--- config.mk ---
export PLATFORM = sky130hd
export DESIGN_NAME = utlb
export DESIGN_NICKNAME = d
export VERILOG_FILES = /design/src/rtl/utlb_pkg.sv /design/src/rtl/utlb_store.sv /design/src/rtl/utlb_match.sv /design/src/rtl/utlb_perm.sv /design/src/rtl/utlb_ctrl.sv /design/src/rtl/utlb.sv
export SDC_FILE = /design/constraint.sdc
export NUM_CORES = 2
export LEC_CHECK = 0
export ABC_AREA = 1
export BUFFER_PORTS_ARGS = -buffer_cell sky130_fd_sc_hd__clkbuf_2
export CORE_MARGIN = 2
export CORE_UTILIZATION = 40
export DETAILED_ROUTE_END_ITERATION = 16
export PLACE_DENSITY = 0.62
export SYNTH_ARGS = -nofsm -noshare
export SYNTH_HDL_FRONTEND = slang
export SYNTH_SLANG_ARGS = --single-unit
--- constraint.sdc ---
create_clock -name clk -period 9 [get_ports clk]
set_clock_uncertainty 0.2 [all_clocks]
set_input_delay 0.9 -clock clk [delete_from_list [all_inputs] [get_ports clk]]
set_output_delay 0.9 -clock clk [all_outputs]
set_load 0.02 [all_outputs]
--- src/rtl/utlb_pkg.sv ---
package utlb_pkg;

    localparam int VA_W       = 32;
    localparam int PAGE_SHIFT = 12;
    localparam int VPN_W      = VA_W - PAGE_SHIFT;
    localparam int ASID_W     = 8;
    localparam int DOM_W      = 4;
    localparam int DOMAINS    = 1 << DOM_W;
    localparam int DACR_W     = 2 * DOMAINS;
    localparam int SIZE_STEP  = 4;   // each size code widens the page by 4 address bits

    typedef enum logic [1:0] {
        PG_4K  = 2'd0,
        PG_64K = 2'd1,
        PG_1M  = 2'd2,
        PG_16M = 2'd3
    } pg_size_e;

    typedef enum logic [1:0] {
        AP_PRIV_RW = 2'd0,
        AP_USER_RO = 2'd1,
        AP_ALL_RW  = 2'd2,
        AP_ALL_RO  = 2'd3
    } ap_e;

    typedef enum logic [1:0] {
        DOM_NONE    = 2'd0,
        DOM_CLIENT  = 2'd1,
        DOM_RSVD    = 2'd2,
        DOM_MANAGER = 2'd3
    } dom_mode_e;

    typedef enum logic [1:0] {
        FLT_NONE   = 2'd0,
        FLT_DOMAIN = 2'd1,
        FLT_PERM   = 2'd2
    } fault_e;

    typedef struct packed {
        logic [VPN_W-1:0]  vpn;
        logic [VPN_W-1:0]  ppn;
        logic [ASID_W-1:0] asid;
        logic              global_map;
        pg_size_e          size;
        logic [DOM_W-1:0]  dom;
        ap_e               ap;
    } tlb_entry_t;

    // Bits of the page number that lie inside the page (untranslated).
    function automatic logic [VPN_W-1:0] page_offset_mask(pg_size_e sz);
        logic [VPN_W-1:0] m;
        for (int i = 0; i < VPN_W; i++) begin
            m[i] = (i < SIZE_STEP * int'(sz));
        end
        return m;
    endfunction

    function automatic logic ap_allows(ap_e ap, logic priv, logic wr);
        logic ok;
        case (ap)
            AP_PRIV_RW: ok = priv;
            AP_USER_RO: ok = priv || !wr;
            AP_ALL_RW:  ok = 1'b1;
            default:    ok = !wr;
        endcase
        return ok;
    endfunction

endpackage

--- src/rtl/utlb_store.sv ---
module utlb_store
    import utlb_pkg::*;
#(
    parameter int ENTRIES = 32
) (
    input  logic                clk,
    input  logic                rst,
    input  logic                flush_i,
    input  logic                wr_i,
    input  tlb_entry_t          wr_ent_i,
    output logic [ENTRIES-1:0]  valid_o,
    output tlb_entry_t          ent_o [ENTRIES]
);
    localparam int PTR_W = (ENTRIES > 1) ? $clog2(ENTRIES) : 1;
    localparam logic [PTR_W-1:0] LAST = PTR_W'(ENTRIES - 1);

    logic [PTR_W-1:0]   ptr_q;
    logic [ENTRIES-1:0] valid_q;
    tlb_entry_t         ent_q [ENTRIES];

    always_ff @(posedge clk) begin
        if (rst) begin
            valid_q <= '0;
            ptr_q   <= '0;
        end else if (flush_i) begin
            valid_q <= '0;
        end else if (wr_i) begin
            valid_q[ptr_q] <= 1'b1;
            ptr_q          <= (ptr_q == LAST) ? '0 : ptr_q + 1'b1;
        end
    end

    always_ff @(posedge clk) begin
        if (wr_i && !flush_i) begin
            ent_q[ptr_q] <= wr_ent_i;
        end
    end

    assign valid_o = valid_q;
    assign ent_o   = ent_q;

    // a flush leaves no valid entry behind
    p_flush_clears_r8: assert property (@(posedge clk) disable iff (rst)
        flush_i |=> (valid_q == '0));

    // each accepted refill moves the victim pointer one slot on
    p_rr_advance_r7: assert property (@(posedge clk) disable iff (rst)
        (wr_i && !flush_i) |=>
            (ptr_q == (($past(ptr_q) == LAST) ? '0 : $past(ptr_q) + 1'b1)));

    // the written slot becomes valid
    p_wr_sets_valid_r7: assert property (@(posedge clk) disable iff (rst)
        (wr_i && !flush_i) |=> ($countones(valid_q) >= 1));

endmodule

--- src/rtl/utlb_match.sv ---
module utlb_match
    import utlb_pkg::*;
#(
    parameter int ENTRIES = 32
) (
    input  logic [ENTRIES-1:0] valid_i,
    input  tlb_entry_t         ent_i [ENTRIES],
    input  logic [VPN_W-1:0]   vpn_i,
    input  logic [ASID_W-1:0]  asid_i,
    output logic               hit_o,
    output logic [VPN_W-1:0]   pvpn_o,
    output logic [DOM_W-1:0]   dom_o,
    output ap_e                ap_o
);
    logic [ENTRIES-1:0] m;

    for (genvar g = 0; g < ENTRIES; g++) begin : g_cmp
        logic [VPN_W-1:0] om;
        logic             id_ok;
        assign om    = page_offset_mask(ent_i[g].size);
        assign id_ok = ent_i[g].global_map || (ent_i[g].asid == asid_i);
        assign m[g]  = valid_i[g] && id_ok &&
                       ((ent_i[g].vpn & ~om) == (vpn_i & ~om));
    end

    logic [VPN_W-1:0] sel_ppn;
    pg_size_e         sel_size;

    // lowest matching slot wins
    always_comb begin
        sel_ppn  = '0;
        sel_size = PG_4K;
        dom_o    = '0;
        ap_o     = AP_PRIV_RW;
        for (int i = ENTRIES - 1; i >= 0; i--) begin
            if (m[i]) begin
                sel_ppn  = ent_i[i].ppn;
                sel_size = ent_i[i].size;
                dom_o    = ent_i[i].dom;
                ap_o     = ent_i[i].ap;
            end
        end
    end

    logic [VPN_W-1:0] sm;
    assign sm     = page_offset_mask(sel_size);
    assign hit_o  = |m;
    assign pvpn_o = (sel_ppn & ~sm) | (vpn_i & sm);

endmodule

--- src/rtl/utlb_perm.sv ---
module utlb_perm
    import utlb_pkg::*;
(
    input  logic [DACR_W-1:0] dacr_i,
    input  logic [DOM_W-1:0]  dom_i,
    input  ap_e               ap_i,
    input  logic              priv_i,
    input  logic              wr_i,
    output fault_e            fault_o
);
    dom_mode_e mode;
    assign mode = dom_mode_e'(dacr_i[{dom_i, 1'b0} +: 2]);

    always_comb begin
        case (mode)
            DOM_CLIENT:  fault_o = ap_allows(ap_i, priv_i, wr_i) ? FLT_NONE : FLT_PERM;
            DOM_MANAGER: fault_o = FLT_NONE;
            default:     fault_o = FLT_DOMAIN;
        endcase
    end
endmodule

--- src/rtl/utlb_ctrl.sv ---
module utlb_ctrl (
    input  logic clk,
    input  logic rst,
    input  logic req_valid_i,
    input  logic hit_i,
    input  logic refill_valid_i,
    input  logic flush_i,
    output logic lk_en_o,
    output logic miss_o,
    output logic stall_o,
    output logic accept_o
);
    logic wait_q;

    assign lk_en_o  = req_valid_i && !wait_q;
    assign miss_o   = lk_en_o && !hit_i;
    assign stall_o  = wait_q || miss_o;
    assign accept_o = wait_q && refill_valid_i && !flush_i;

    always_ff @(posedge clk) begin
        if (rst) begin
            wait_q <= 1'b0;
        end else if (accept_o) begin
            wait_q <= 1'b0;
        end else if (miss_o) begin
            wait_q <= 1'b1;
        end
    end

    // a miss leaves the block waiting for a refill
    p_miss_waits_r5: assert property (@(posedge clk) disable iff (rst)
        miss_o |=> stall_o);

    // the stall holds until a refill has been taken
    p_stall_hold_r5: assert property (@(posedge clk) disable iff (rst)
        (stall_o && !accept_o) |=> stall_o);

    // after the refill the held request is looked up again
    p_retry_r5: assert property (@(posedge clk) disable iff (rst)
        (accept_o && req_valid_i) |=> (lk_en_o || !req_valid_i));

    // no refill is taken unless a miss was outstanding
    p_idle_refill_r6: assert property (@(posedge clk) disable iff (rst)
        accept_o |-> $past(stall_o));

endmodule

--- src/rtl/utlb.sv ---
module utlb
    import utlb_pkg::*;
#(
    parameter int ENTRIES    = 32,
    parameter bit FETCH_SIDE = 1'b0
) (
    input  logic        clk,
    input  logic        rst,
    input  logic        req_valid,
    input  logic [31:0] req_va,
    input  logic [7:0]  req_asid,
    input  logic        req_write,
    input  logic        req_priv,
    input  logic [31:0] dacr,
    input  logic        flush,
    input  logic        refill_valid,
    input  logic [19:0] refill_vpn,
    input  logic [19:0] refill_ppn,
    input  logic [7:0]  refill_asid,
    input  logic        refill_global,
    input  logic [1:0]  refill_size,
    input  logic [3:0]  refill_domain,
    input  logic [1:0]  refill_ap,
    output logic        hit_o,
    output logic [31:0] pa_o,
    output logic        miss_o,
    output logic        stall_o,
    output logic [1:0]  fault_o,
    output logic        pabort_o,
    output logic        dabort_o
);
    logic [ENTRIES-1:0] valid;
    tlb_entry_t         ents [ENTRIES];
    tlb_entry_t         wr_ent;
    logic               raw_hit, lk_en, accept;
    logic [VPN_W-1:0]   pvpn;
    logic [DOM_W-1:0]   hit_dom;
    ap_e                hit_ap;
    fault_e             chk_fault, fault_w;

    assign wr_ent = '{vpn:        refill_vpn,
                      ppn:        refill_ppn,
                      asid:       refill_asid,
                      global_map: refill_global,
                      size:       pg_size_e'(refill_size),
                      dom:        refill_domain,
                      ap:         ap_e'(refill_ap)};

    utlb_store #(.ENTRIES(ENTRIES)) u_store (
        .clk      (clk),
        .rst      (rst),
        .flush_i  (flush),
        .wr_i     (accept),
        .wr_ent_i (wr_ent),
        .valid_o  (valid),
        .ent_o    (ents)
    );

    utlb_match #(.ENTRIES(ENTRIES)) u_match (
        .valid_i (valid),
        .ent_i   (ents),
        .vpn_i   (req_va[VA_W-1:PAGE_SHIFT]),
        .asid_i  (req_asid),
        .hit_o   (raw_hit),
        .pvpn_o  (pvpn),
        .dom_o   (hit_dom),
        .ap_o    (hit_ap)
    );

    utlb_perm u_perm (
        .dacr_i  (dacr),
        .dom_i   (hit_dom),
        .ap_i    (hit_ap),
        .priv_i  (req_priv),
        .wr_i    (req_write),
        .fault_o (chk_fault)
    );

    utlb_ctrl u_ctrl (
        .clk            (clk),
        .rst            (rst),
        .req_valid_i    (req_valid),
        .hit_i          (raw_hit),
        .refill_valid_i (refill_valid),
        .flush_i        (flush),
        .lk_en_o        (lk_en),
        .miss_o         (miss_o),
        .stall_o        (stall_o),
        .accept_o       (accept)
    );

    assign hit_o   = lk_en && raw_hit;
    assign pa_o    = hit_o ? {pvpn, req_va[PAGE_SHIFT-1:0]} : '0;
    assign fault_w = hit_o ? chk_fault : FLT_NONE;
    assign fault_o = fault_w;

    generate
        if (FETCH_SIDE) begin : g_fetch
            assign pabort_o = (fault_w != FLT_NONE);
            assign dabort_o = 1'b0;
        end else begin : g_data
            assign pabort_o = 1'b0;
            assign dabort_o = (fault_w != FLT_NONE);
        end
    endgenerate

    // an abort needs a hit
    p_abort_on_hit_r11: assert property (@(posedge clk) disable iff (rst)
        (pabort_o || dabort_o) |-> hit_o);

    // only one abort kind per instance
    p_one_abort_r11: assert property (@(posedge clk) disable iff (rst)
        !(pabort_o && dabort_o));

    // a hit and a stall never appear together
    p_hit_no_stall_r5: assert property (@(posedge clk) disable iff (rst)
        hit_o |-> !stall_o);

    // the page offset always passes through on a hit
    p_offset_pass_r2: assert property (@(posedge clk) disable iff (rst)
        hit_o |-> (pa_o[PAGE_SHIFT-1:0] == req_va[PAGE_SHIFT-1:0]));

endmodule

== After elaboration in Yosys (flattened, before gate mapping) ==
Cells that the tools add are included.
W data, S select, Z words.

* Logic and storage cells: 1321
* Register bits: 1862
* Input port bits: 136

* Reductions and logical operators: 116
* Bitwise operators: 103
* Muxes and demuxes: 140
* $lt $le $gt $ge: 664
* Eq/ne operators: 69
* Shift-type cells: 1
* Add/sub/neg operators: 1

{| class="wikitable"
|+ Operator list
! operator !! number
|-
| $bwmux W1824 || 1
|-
| $and A20 B20 Y20 || 66
|-
| $lt A4 B4 Y1 const A || 264
|-
| $lt A5 B4 Y1 const A || 132
|-
| $not A20 Y20 || 33
|-
| $eq A20 B20 Y1 || 32
|-
| $mux W20 || 32
|-
| $lt A3 B4 Y1 const A || 132
|-
| $demux W57 S5 || 1
|-
| $lt A1 B4 Y1 const A || 66
|-
| $lt A2 B4 Y1 const A || 66
|-
| $eq A8 B8 Y1 || 32
|-
| $mux W2 || 66
|-
| $mux W4 || 32
|-
| $logic_and A1 B1 Y1 || 72
|-
| $mux W57 || 1
|-
| $logic_or A1 B1 Y1 || 34
|-
| $mux W32 || 1
|-
| $or A32 B32 Y32 || 1
|-
| $reduce_or A32 Y1 || 1
|-
| $shiftx A32 B6 Y2 || 1
|-
| $or A20 B20 Y20 || 1
|-
| $ge A6 B6 Y1 const B || 1
|-
| $lt A5 B6 Y1 const B || 1
|-
| 18 further kinds || 25
|}

== Logic depth before layout (Yosys ltp) ==
* Depth in word-level cells: 44
* Mapped depth: 58
* Gate-level depth less buffers: 57

== Modules after synthesis ==
Synthesis repeated with hierarchy kept, for this count alone.

* Cells, all modules: 6338
* Area, all modules: 79890.4 um^2

{| class="wikitable"
|+ Modules (own cells, without submodules)
! module !! area an instance (um^2) !! cells each !! seq. area each (um^2) !! times used
|-
| utlb_store || 56431.6 || 2050 || 55513.2 || 1
|-
| utlb_match || 22519.1 || 4097 || 0.0 || 1
|-
| utlb_perm || 481.7 || 102 || 0.0 || 1
|-
| utlb || 389.1 || 76 || 0.0 || 1
|-
| utlb_ctrl || 68.8 || 13 || 20.0 || 1
|}

== Least setup slack after synthesis ==
No wires, ideal clock.

* Path kind: input to output
* Start: input port req_asid[3]
* End: output port pa_o[19]
* Cell stages on the path: 20
* Slack: 3.523 ns
* Required time: 7.900 ns
* Arrival: 4.377 ns
* Cells stage by stage: buf_4 -> inv_2 -> buf_2 -> buf_6 -> buf_2 -> buf_2 -> buf_2 -> or2_2 -> nand3_1 -> o41ai_1 -> nand3_1 -> clkbuf_1 -> nand4_1 -> nor2_1 -> nand4_1 -> nand2_1 -> inv_1 -> clkbuf_1 -> o21ai_0 -> nor2_1

* Elaborated cells on any way between the ends: 200
* Classes of those cells: order compare (1); eq/ne (32); mux (65); bitwise (4); reduce/logical (98)

{| class="wikitable"
|+ RTL lines
! element !! RTL line !! text
|-
| from (decl) || utlb.sv:11 || <nowiki>input logic [7:0] req_asid,</nowiki>
|-
| $eq A8 B8 Y1 || utlb_match.sv:21 || <nowiki>assign id_ok = ent_i[g].global_map || (ent_i[g].asid == asid_i);</nowiki>
|-
| $logic_or A1 B1 Y1 || utlb_match.sv:21 ||
|-
| $logic_and A1 B1 Y1 (2 in a row) || utlb_match.sv:22 || <nowiki>assign m[g] = valid_i[g] && id_ok &&</nowiki>
|-
| $reduce_or A32 Y1 (*) || utlb_match.sv:47 || <nowiki>assign hit_o = |m;</nowiki>
|-
| $logic_and A1 B1 Y1 (*) || utlb.sv:92 || <nowiki>assign hit_o = lk_en && raw_hit;</nowiki>
|-
| named net hit_o || utlb.sv:24 || <nowiki>output logic hit_o,</nowiki>
|-
| $mux W32 (*) || utlb.sv:93 || <nowiki>assign pa_o = hit_o ? {pvpn, req_va[PAGE_SHIFT-1:0]} : '0;</nowiki>
|-
| to (decl) || utlb.sv:25 || <nowiki>output logic [31:0] pa_o,</nowiki>
|}

The timed path passes the listed nets; every way through them passes the cells marked *.

== Worst setup path in the final report ==
* Start: input port req_asid[0]
* End: output port pa_o[21]

* Longest elaborated chain between the ends: 41
* Elaborated cells on any way between the ends: 200
* Classes of those cells: order compare (1); eq/ne (32); mux (65); bitwise (4); reduce/logical (98)

{| class="wikitable"
|+ RTL lines
! element !! RTL line !! text
|-
| $eq A8 B8 Y1 || utlb_match.sv:21 ||
|-
| $logic_or A1 B1 Y1 || utlb_match.sv:21 ||
|-
| $logic_and A1 B1 Y1 (2 in a row) || utlb_match.sv:22 ||
|-
| $mux W2 (32 in a row) || utlb_match.sv:36 || <nowiki>if (m[i]) begin</nowiki>
|-
| $lt A4 B4 Y1 || utlb_pkg.sv:53 || <nowiki>m[i] = (i < SIZE_STEP * int'(sz));</nowiki>
|-
| $not A20 Y20 || utlb_match.sv:48 || <nowiki>assign pvpn_o = (sel_ppn & ~sm) | (vpn_i & sm);</nowiki>
|-
| $and A20 B20 Y20 || utlb_match.sv:48 ||
|-
| $or A20 B20 Y20 || utlb_match.sv:48 ||
|-
| $mux W32 (*) || utlb.sv:93 ||
|}

Every way passes the cells marked *; elsewhere a longest branch is shown, timed or not.

==> metrics.txt <==
most frequent cells after synthesis edfxtp_1, nand2_1, inv_1; Initial Util 40.26%; Bufs and invs on worst path 7; static leakage between 30 and 40 nW; area delta synth->final 12.72%; Setup crit start kind primary input; post-synthesis sequential area ratio between 60 and 70%; most common cell in the netlist edfxtp_1; main flop type after synthesis edfxtp_1; Critical Path AT 6910 ps; cts bufs inserted 190; Residual DRC 0; Final Power around 18 mW; clock latency on the worst-skew pair 840 ps; DR top layer met5; FFs w/ async S/R, synth 0%; warning count from the yosys run 0; Fin Setup TNS 0 ps; DP Worst Slack a little over 1000 ps; Slowest-stage cell, CP clkinv_1; post-synth top area cell edfxtp_1; row count ~160; setup ws final 985.8 ps; largest fanout on the critical path 17; flop2flop setup slack around 4600 ps; FF-to-FF End u_ctrl.wait_q; worst-case clock buffer depth 3; final core occ 45.38%; metal2 WL 102.8 mm; outcome completed; Resized Gates After CTS 0; Hold EP u_ctrl.wait_q; initial antenna violation count 17; largest net degree at the start of global routing 59; Die W 452.3 um; WL/cell 22.72 um; count of final hold-check violations 0; via count 51080; Slew HR 17.98%; Post-CTS Setup Bufs 0; core area 199700 sq um; period utilisation layout 89.05%; # Max-Cap Violations 0; Power Dens Cells between 150 and 200 nW/um^2; root buf cell clkbuf_16; DRT iter0 DRCs 5834; Mapped Nets between 6000 and 7000; metal3 WL 17.03 mm; fin crit period about 8000 ps; met1 WL 94.58 mm; Post-synth EDFFs 1824; worst hold slack 250.2 ps; R2R Path Start u_store.ent_o[786]; top-area cell type share of the netlist area 68.15%; min-delay src req_valid; Hold Crit Class in -> reg; Critical Path RT about 7900 ps; post-synthesis cell count approximately 6700; vias in the first global route 49280; FF-to-FF path depth 14; CTS tree done; gr usage total approximately a fifth; CP Class in -> out; max incr delay on CP a little over 700 ps; worst IR drop on VDD 0.0001503 V; Worst Hold Path Cells 5; # setup viols final 0; ranking of synthesized cells by area edfxtp_1, nand2_1, xnor2_1; Clock Sinks 1862; H-tree levels 4; CP most frequent cell nand2_1; Port Buffers 173; Worst Tran Pin Value 1217 ps; Die Ht 452.3 um; drt pass-1 iters 6; gr ovfl total 0; Yosys cell types 59; crit path capture type primary output; top achievable clock speed around 120 MHz; Routed Antenna Nets 0; CP top delay family simple AND/OR/NAND/NOR gates; hold buffers post-CTS 0; fill cell count 17720; share of layout cells above drive strength 1 10.28%; max-slew violations 0; nets 7084; hpwl dp roughly 140 mm; first-pass GRT wire length 326.1 mm; register bit total from synthesis around 1900; RSZ-0062 raised after global routing no; synthesized area 80380 sq um; vias per cell 5.239; Detailed Route WL 221.5 mm; # IOs around 180; RePlAce Congestion 0.8806; Synth Area per Inst approximately 12 sq um; die area between 200000 and 250000 sq um; clk slew on worst S/H paths 60 ps
## power by group
group          switching (mW)  total (mW)  internal, mW  leakage, nW
Clock                    3.31        7.64          4.33         2.91
Sequential            0.00448        9.53          9.53         16.7
Combinational           0.457       0.610         0.153         13.0
Total                    3.77        17.8          14.0         32.6
## flip-flops by register name, summed over array words and instances, names as in the netlist
| register | flops |
|---|---|
| u_store.valid_o | 32 |
| u_store.ptr_q | 5 |
| u_store.ent_o | 1824 |
| u_ctrl.wait_q | 1 |
## cells by family after synthesis
family,count (synthesis),share of synthesized area [%]
AO/OA/AOI/OAI,866,6.583
XOR/XNOR,617,6.723
buffers and inverters,1106,5.532
AND/OR/NAND/NOR,2280,11.99
flip-flops,1862,69.09
other,1,0.004666
adder cells (fa/ha/maj),5,0.07783
## tightest hold or removal path, delay by kind of cell
kind	cells	cell delay, ps
buffers and inverters	3	210
and+or+nand+nor	1	60
AOI/OAI and AO/OA	1	60
## layout by cell type, fill, tap and decap left out, drive strengths merged, types with 40 or more instances in the layout
| cell | count |
|---|---|
| nand3 | 281 |
| o21ai | 494 |
| edfxtp | 1824 |
| xor2 | 260 |
| nand3b | 40 |
| buf | 140 |
| nand4 | 68 |
| a21oi | 66 |
| nor2 | 364 |
| clkbuf | 416 |
| nand2 | 1383 |
| o22ai | 44 |
| xnor2 | 357 |
| or2 | 59 |
| inv | 809 |
| o211ai | 47 |
| clkinv | 78 |
| nor3 | 53 |
## final cells by class
cell class                 count  area, sq um  area share, %
tap                         2656         3323          3.668
inverter                     807         3032          3.346
sequential                  1862        55530          61.29
timing repair buffer         313         1942          2.143
multi-input combinational   3769        20800          22.96
antenna                        5        12.51        0.01381
clock buffer                 243         5056          5.581
clock inverter                95        902.1         0.9957
## per-stage QoR
stage               cells  cell area, sq um
floorplan            6737             80380
global placement     9407             84630
detailed placement   9407             84630
CTS                  9745             90590
global route         9748             90600
finish               9750             90600
## metal layers
metal | up-vias | track usage, %
li1 | 23510 | -
met2 | 2014 | 34.57
met5 | - | 0
met3 | 382 | 3.534
met4 | 6 | 7.086
met1 | 25180 | 29.29
## worst max path at each step
| stage | endpoint | cells after the start | start |
|---|---|---|---|
| global route | pa_o[20] | 50 | req_asid[0] |
| detailed placement | pa_o[21] | 50 | req_asid[0] |
| finish | pa_o[21] | 50 | req_asid[0] |
| global placement | pa_o[23] | 50 | req_asid[0] |
| CTS | pa_o[21] | 50 | req_asid[0] |
| floorplan | pa_o[19] | 20 | req_asid[3] |
(Power assumes the default switching activity.)
